`src/rtl/dp_pkg.sv`:
```
package dp_pkg;
  typedef enum logic [2:0] {
    OP_ADD = 3'b000,
    OP_SUB = 3'b001,
    OP_SHL = 3'b010,
    OP_SHR = 3'b011,
    OP_AND = 3'b100,
    OP_OR  = 3'b101,
    OP_XOR = 3'b110,
    OP_NOR = 3'b111
  } alu_op_e;
endpackage

```
`src/rtl/dp_regfile.sv`:
```
module dp_regfile #(
  parameter int DATA_W = 32,
  parameter int REG_N  = 32,
  localparam int ADDR_W = $clog2(REG_N)
) (
  input  logic              clk,
  input  logic [ADDR_W-1:0] rd_addr_a,
  input  logic [ADDR_W-1:0] rd_addr_b,
  input  logic              wr_en,
  input  logic [ADDR_W-1:0] wr_addr,
  input  logic [DATA_W-1:0] wr_data,
  output logic [DATA_W-1:0] rd_data_a,
  output logic [DATA_W-1:0] rd_data_b
);
  logic [DATA_W-1:0] mem [REG_N];
  logic [REG_N-1:0]  ent_we;

  // Per-entry write enables; entry 0 is never enabled.
  for (genvar i = 0; i < REG_N; i++) begin : g_we
    if (i == 0) begin : g_hard0
      assign ent_we[i] = 1'b0;
    end else begin : g_store
      assign ent_we[i] = wr_en && (wr_addr == ADDR_W'(i));
    end
  end

  always_ff @(posedge clk) begin
    for (int i = 1; i < REG_N; i++) begin
      if (ent_we[i]) mem[i] <= wr_data;
    end
  end

  always_comb begin
    rd_data_a = (rd_addr_a == '0) ? '0 : mem[rd_addr_a];
    rd_data_b = (rd_addr_b == '0) ? '0 : mem[rd_addr_b];
  end
endmodule

```
`src/rtl/dp_alu.sv`:
```
module dp_alu
  import dp_pkg::*;
#(
  parameter int DATA_W  = 32,
  parameter int SHAMT_W = 5
) (
  input  alu_op_e            op,
  input  logic [DATA_W-1:0]  opnd_a,
  input  logic [DATA_W-1:0]  opnd_b,
  input  logic [SHAMT_W-1:0] shamt,
  output logic [DATA_W-1:0]  y,
  output logic               y_zero
);
  logic              do_sub;
  logic [DATA_W-1:0] add_b;
  logic [DATA_W-1:0] sum;

  // One adder serves both add and subtract (two's complement).
  assign do_sub = (op == OP_SUB);
  assign add_b  = do_sub ? ~opnd_b : opnd_b;
  assign sum    = opnd_a + add_b + DATA_W'(do_sub);

  always_comb begin
    unique case (op)
      OP_ADD, OP_SUB: y = sum;
      OP_SHL:         y = opnd_a << shamt;
      OP_SHR:         y = opnd_a >> shamt;
      OP_AND:         y = opnd_a & opnd_b;
      OP_OR:          y = opnd_a | opnd_b;
      OP_XOR:         y = opnd_a ^ opnd_b;
      OP_NOR:         y = ~(opnd_a | opnd_b);
      default:        y = '0;
    endcase
  end

  assign y_zero = (y == '0);
endmodule

```
`src/rtl/dp_datapath.sv`:
```
module dp_datapath
  import dp_pkg::*;
#(
  parameter int DATA_W  = 32,
  parameter int REG_N   = 32,
  parameter int SHAMT_W = 5,
  localparam int ADDR_W = $clog2(REG_N)
) (
  input  logic               clk,
  input  logic               rst_n,
  input  logic [ADDR_W-1:0]  rd_addr_a,
  input  logic [ADDR_W-1:0]  rd_addr_b,
  input  logic               wr_en,
  input  logic [ADDR_W-1:0]  wr_addr,
  input  logic [DATA_W-1:0]  wr_data,
  input  logic [2:0]         alu_op,
  input  logic [SHAMT_W-1:0] shamt,
  input  logic [DATA_W-1:0]  imm,
  input  logic               imm_sel,
  output logic [DATA_W-1:0]  result,
  output logic               zero
);
  logic [DATA_W-1:0] rf_rdata_a, rf_rdata_b;
  logic [DATA_W-1:0] a_q, b_q, a_d, b_d;
  logic [DATA_W-1:0] res_q, res_d;
  logic [DATA_W-1:0] alu_b, alu_y;
  logic              alu_zero;

  dp_regfile #(.DATA_W(DATA_W), .REG_N(REG_N)) u_rf (
    .clk       (clk),
    .rd_addr_a (rd_addr_a),
    .rd_addr_b (rd_addr_b),
    .wr_en     (wr_en),
    .wr_addr   (wr_addr),
    .wr_data   (wr_data),
    .rd_data_a (rf_rdata_a),
    .rd_data_b (rf_rdata_b)
  );

  assign alu_b = imm_sel ? imm : b_q;

  dp_alu #(.DATA_W(DATA_W), .SHAMT_W(SHAMT_W)) u_alu (
    .op     (alu_op_e'(alu_op)),
    .opnd_a (a_q),
    .opnd_b (alu_b),
    .shamt  (shamt),
    .y      (alu_y),
    .y_zero (alu_zero)
  );

  // Next-state: all three holding registers load every cycle.
  always_comb begin
    a_d   = rf_rdata_a;
    b_d   = rf_rdata_b;
    res_d = alu_y;
  end

  always_ff @(posedge clk or negedge rst_n) begin
    if (!rst_n) begin
      a_q   <= '0;
      b_q   <= '0;
      res_q <= '0;
    end else begin
      a_q   <= a_d;
      b_q   <= b_d;
      res_q <= res_d;
    end
  end

  assign result = res_q;
  assign zero   = alu_zero;
endmodule

```
`config.mk`:
```
export PLATFORM = sky130hd
export DESIGN_NAME = dp_datapath
export DESIGN_NICKNAME = d
export VERILOG_FILES = /design/src/rtl/dp_pkg.sv /design/src/rtl/dp_regfile.sv /design/src/rtl/dp_alu.sv /design/src/rtl/dp_datapath.sv
export SDC_FILE = /design/constraint.sdc
export NUM_CORES = 2
export LEC_CHECK = 0
export BUFFER_PORTS_ARGS = -buffer_cell sky130_fd_sc_hd__buf_2
export CAP_MARGIN = 10
export CORE_MARGIN = 2
export CORE_UTILIZATION = 50
export CTS_CLUSTER_SIZE = 20
export DETAILED_ROUTE_END_ITERATION = 8
export PLACE_DENSITY_LB_ADDON = 0.2
export SYNTH_ARGS = -nofsm -noshare
export SYNTH_HDL_FRONTEND = slang
export SYNTH_SLANG_ARGS = --single-unit
```
`constraint.sdc`:
```
create_clock -name clk -period 7.14 [get_ports clk]
set_input_delay 1.071 -clock clk [delete_from_list [all_inputs] [get_ports clk]]
set_output_delay 1.071 -clock clk [all_outputs]
set_load 0.02 [all_outputs]
```
==> metrics.md <==
| Metric | Value |
|---|---|
| Outcome | completed |
| Primary FF master, synth | edfxtp_1 |
| Worst Path Required | between 6 and 7 ns |
| Synth area leader | edfxtp_1 |
| Avg Inst Size Synth | around 14 sq um |
| Pint | 0.0115 W |
| Total power | 0.0159 W |
| Post-layout nets | around 4400 |
| TritonCTS buffer count | ~120 |
| Asr flop ratio synth | under 10% |
| Leak pwr | roughly 23 nW |
| Antenna-violating nets left | 0 |
| Tmin final | 6.95 ns |
| H-Tree Depth | 3 |
| Die Ht | 345 microns |
| Crit path arrival time | a little under 6 ns |
| Placed Cells | 5628 |
| DR pass1 iterations | 6 |
| Share of post-route cells with drive strength above 1 | 20.8% |
| Die area | about 120000 sq um |
| Area share of the largest cell type after synthesis | approximately half |
| Final worst-path cycle share | 97.4% |
| Syn Std Cell Area | approximately 58000 sq um |
| Share of the yosys chip area belonging to registers | a little under three fifths |
| Fin. Hold Viols | 0 |
| Core box area | approximately 110000 sq um |
| Cell count after synthesis | between 4000 and 5000 |
| Post-Layout Cell Count | between 5000 and 6000 |
| Initial Util | between 50 and 60% |
| Post-CTS sizing | 0 |
| WHS | 0.279 ns |
| WL final | roughly 200000 microns |
| Post-synth EDFFs | between 900 and 1000 |
| Vias per cell | roughly 7 |
| Count leader, synth | edfxtp_1 |
| Worst Tran Pin Value | 1.27 ns |
| Post-CTS setup buffer count | 0 |
| Vias in the first global route | ~40000 |
| Core Util, Final | 56.1% |
| Worst Setup End Kind | output pin |
| Slew margin rel. | about 14% |
| Slew Limit Fails | 0 |
| Hpwl dp | around 120000 microns |
| Routability Congestion | 1.02 |
| Clk slew on worst S/H paths | about 0.070 ns |
| DR iter-0 viols | between 5000 and 6000 |
| Synth-to-layout area growth | 10.9% |
| Maxcap violations | 0 |
| Sw Ratio | between 20% and 30% |
| Max clock buf depth | 3 |
| Worst skew pair latency | between 0.7 and 0.8 ns |
| RSZ-0062 raised after global routing | false |
| DR vias | 40631 |
| CP max FO | 13 |
| Top cells by count, synth | 992 x edfxtp_1, 495 x mux2i_1, 378 x a21oi_1, 309 x mux4_2, 238 x nor2_1 |
| Antenna violations before repair | 10 |
| Drt wl/cell | around 34 microns |
| Crit path kind | primary input to output pin |
| Max Fclk | ~140 MHz |
| VDD IR max | about 0.22 mV |
| CTS Hold Buffers Added | 0 |
| Sequential share of power | about 46% |
| First-pass GRT wire length | approximately 280000 microns |
| Chip width | 345 microns |
| Largest net degree at the start of global routing | 78 |
| Synth Net Count | 4395 |
| Pwr per Cell Area | ~250 nW/um^2 |
| CTS tree | built |
| Rows | around 120 |
| Grt total ovfl | 0 |
| Post-route DRC | 0 |
| CTS Sinks | between 1000 and 1500 |
| Ports | about 120 |
| Synth top area cells | edfxtp_1 51%, mux4_2 12%, mux2i_1 8.5% |
| Hold Crit Class | primary input to async pin |
| # setup viols final | 0 |
| Fin Clk Skew | approximately 0.067 ns |
| Yosys warns | 0 |
| Root buffer cell | clkbuf_16 |
| Comb power frac | 16.4% |
| Post-synthesis register bit count | 1088 |
| IO buf count | between 100 and 150 |
| Startpoint types | primary input |
| Number of library cell types mapped by synthesis | between 90 and 100 |
| Clock power frac | 37.8% |
| Setup_tns | 0 ns |
| Global-route usage over all layers | 32.9% |
| Psw | 0.00446 W |
[layout make-up]
cell class | instances | area, sq um
antenna | 3 | 7.51
clock buffer | 130 | 2930
clock inverter | 86 | 882
fill | 9098 | 50300
inverter | 81 | 305
multi-input combinational | 2693 | 24400
sequential | 1088 | 32200
tap | 1512 | 1890
timing repair buffer | 254 | 1760
[per-layer routing]
metal,GRT usage [%],vias to the layer above,wire length (microns)
li1,-,16918,-
met1,46.5,20712,77600
met2,50.8,2551,89800
met3,5.46,446,19800
met4,13.9,4,8970
met5,0,-,24
[kinds of logic (layout without fill, tap and decap cells)]
family                     count (synthesis)  after routing  synth area share [%]
AOI/OAI and AO/OA                       1027           1027                  11.0
DFF                                     1088           1088                  55.5
other                                      0              3                     0
xor gates and xnor gates                  76             76                  1.15
buffers and inverters                    424            551                  2.99
muxes                                    904            904                  22.5
and+or+nand+nor                          587            587                  4.71
adders and majority gates                 99             99                  2.15
[registers in the layout (all words and copies together), names as in the netlist]
| signal | flops |
|---|---|
| result | 32 |
| u_rf.mem | 992 |
| b_q | 32 |
| a_q | 32 |
[final timing paths]
check                           startpoint          endpoint  slack, ns  cells after the start
max                                imm_sel              zero       0.19                     16
min                                  rst_n         result[0]       0.28                      1
max in group asynchronous            rst_n            a_q[3]       5.60                      2
max reg2reg                         a_q[0]        result[30]       3.14                     12
min reg2reg                u_rf.mem[1][23]           a_q[23]       0.94                      6
min in group clk               wr_data[18]  u_rf.mem[19][18]       0.81                      1
[power by group through the flow]
stage / clock network, W / logic [W] / registers [W]
3_5_place_dp: 0 / 0.00256 / 0.00743
2_1_floorplan: 0 / 0.00164 / 0.00738
3_3_place_gp: 0 / 0.00255 / 0.00742
5_1_grt: 0.00633 / 0.00278 / 0.00731
6_report: 0.00602 / 0.00262 / 0.00730
4_1_cts: 0.00608 / 0.00257 / 0.00729
[stage by stage]
stage | setup WS, ns | cell area (sq um)
global placement | 0.0873 | 60500
finish | 0.188 | 64400
detailed placement | 0.263 | 60500
global route | 0.00764 | 64400
CTS | 0.257 | 64400
floorplan | 0.431 | 58000
[placed cells by master (no fill, tap or decap), drive strengths merged, types with 132 or more instances in the layout]
cell      n
nor2    238
o21ai   202
edfxtp  992
clkbuf  132
o221ai  132
a21oi   378
mux4    311
o22ai   138
buf     251
mux2i   496
[critical path, cell delays in order]
cell and delay (ns):
buf_2 0.36, mux2i_1 0.35, xnor2_1 0.19, inv_1 0.08, fa_1 0.38, nand2b_1 0.19, a211oi_1 0.52, o21a_1 0.24
nor3_1 0.06, or3_4 0.39, or4b_1 0.55, nor4_2 0.36, nand4b_1 0.16, or4b_1 0.54, nor4_2 0.22, buf_2 0.20
No activity file was read; power rests on OpenSTA's default activity.
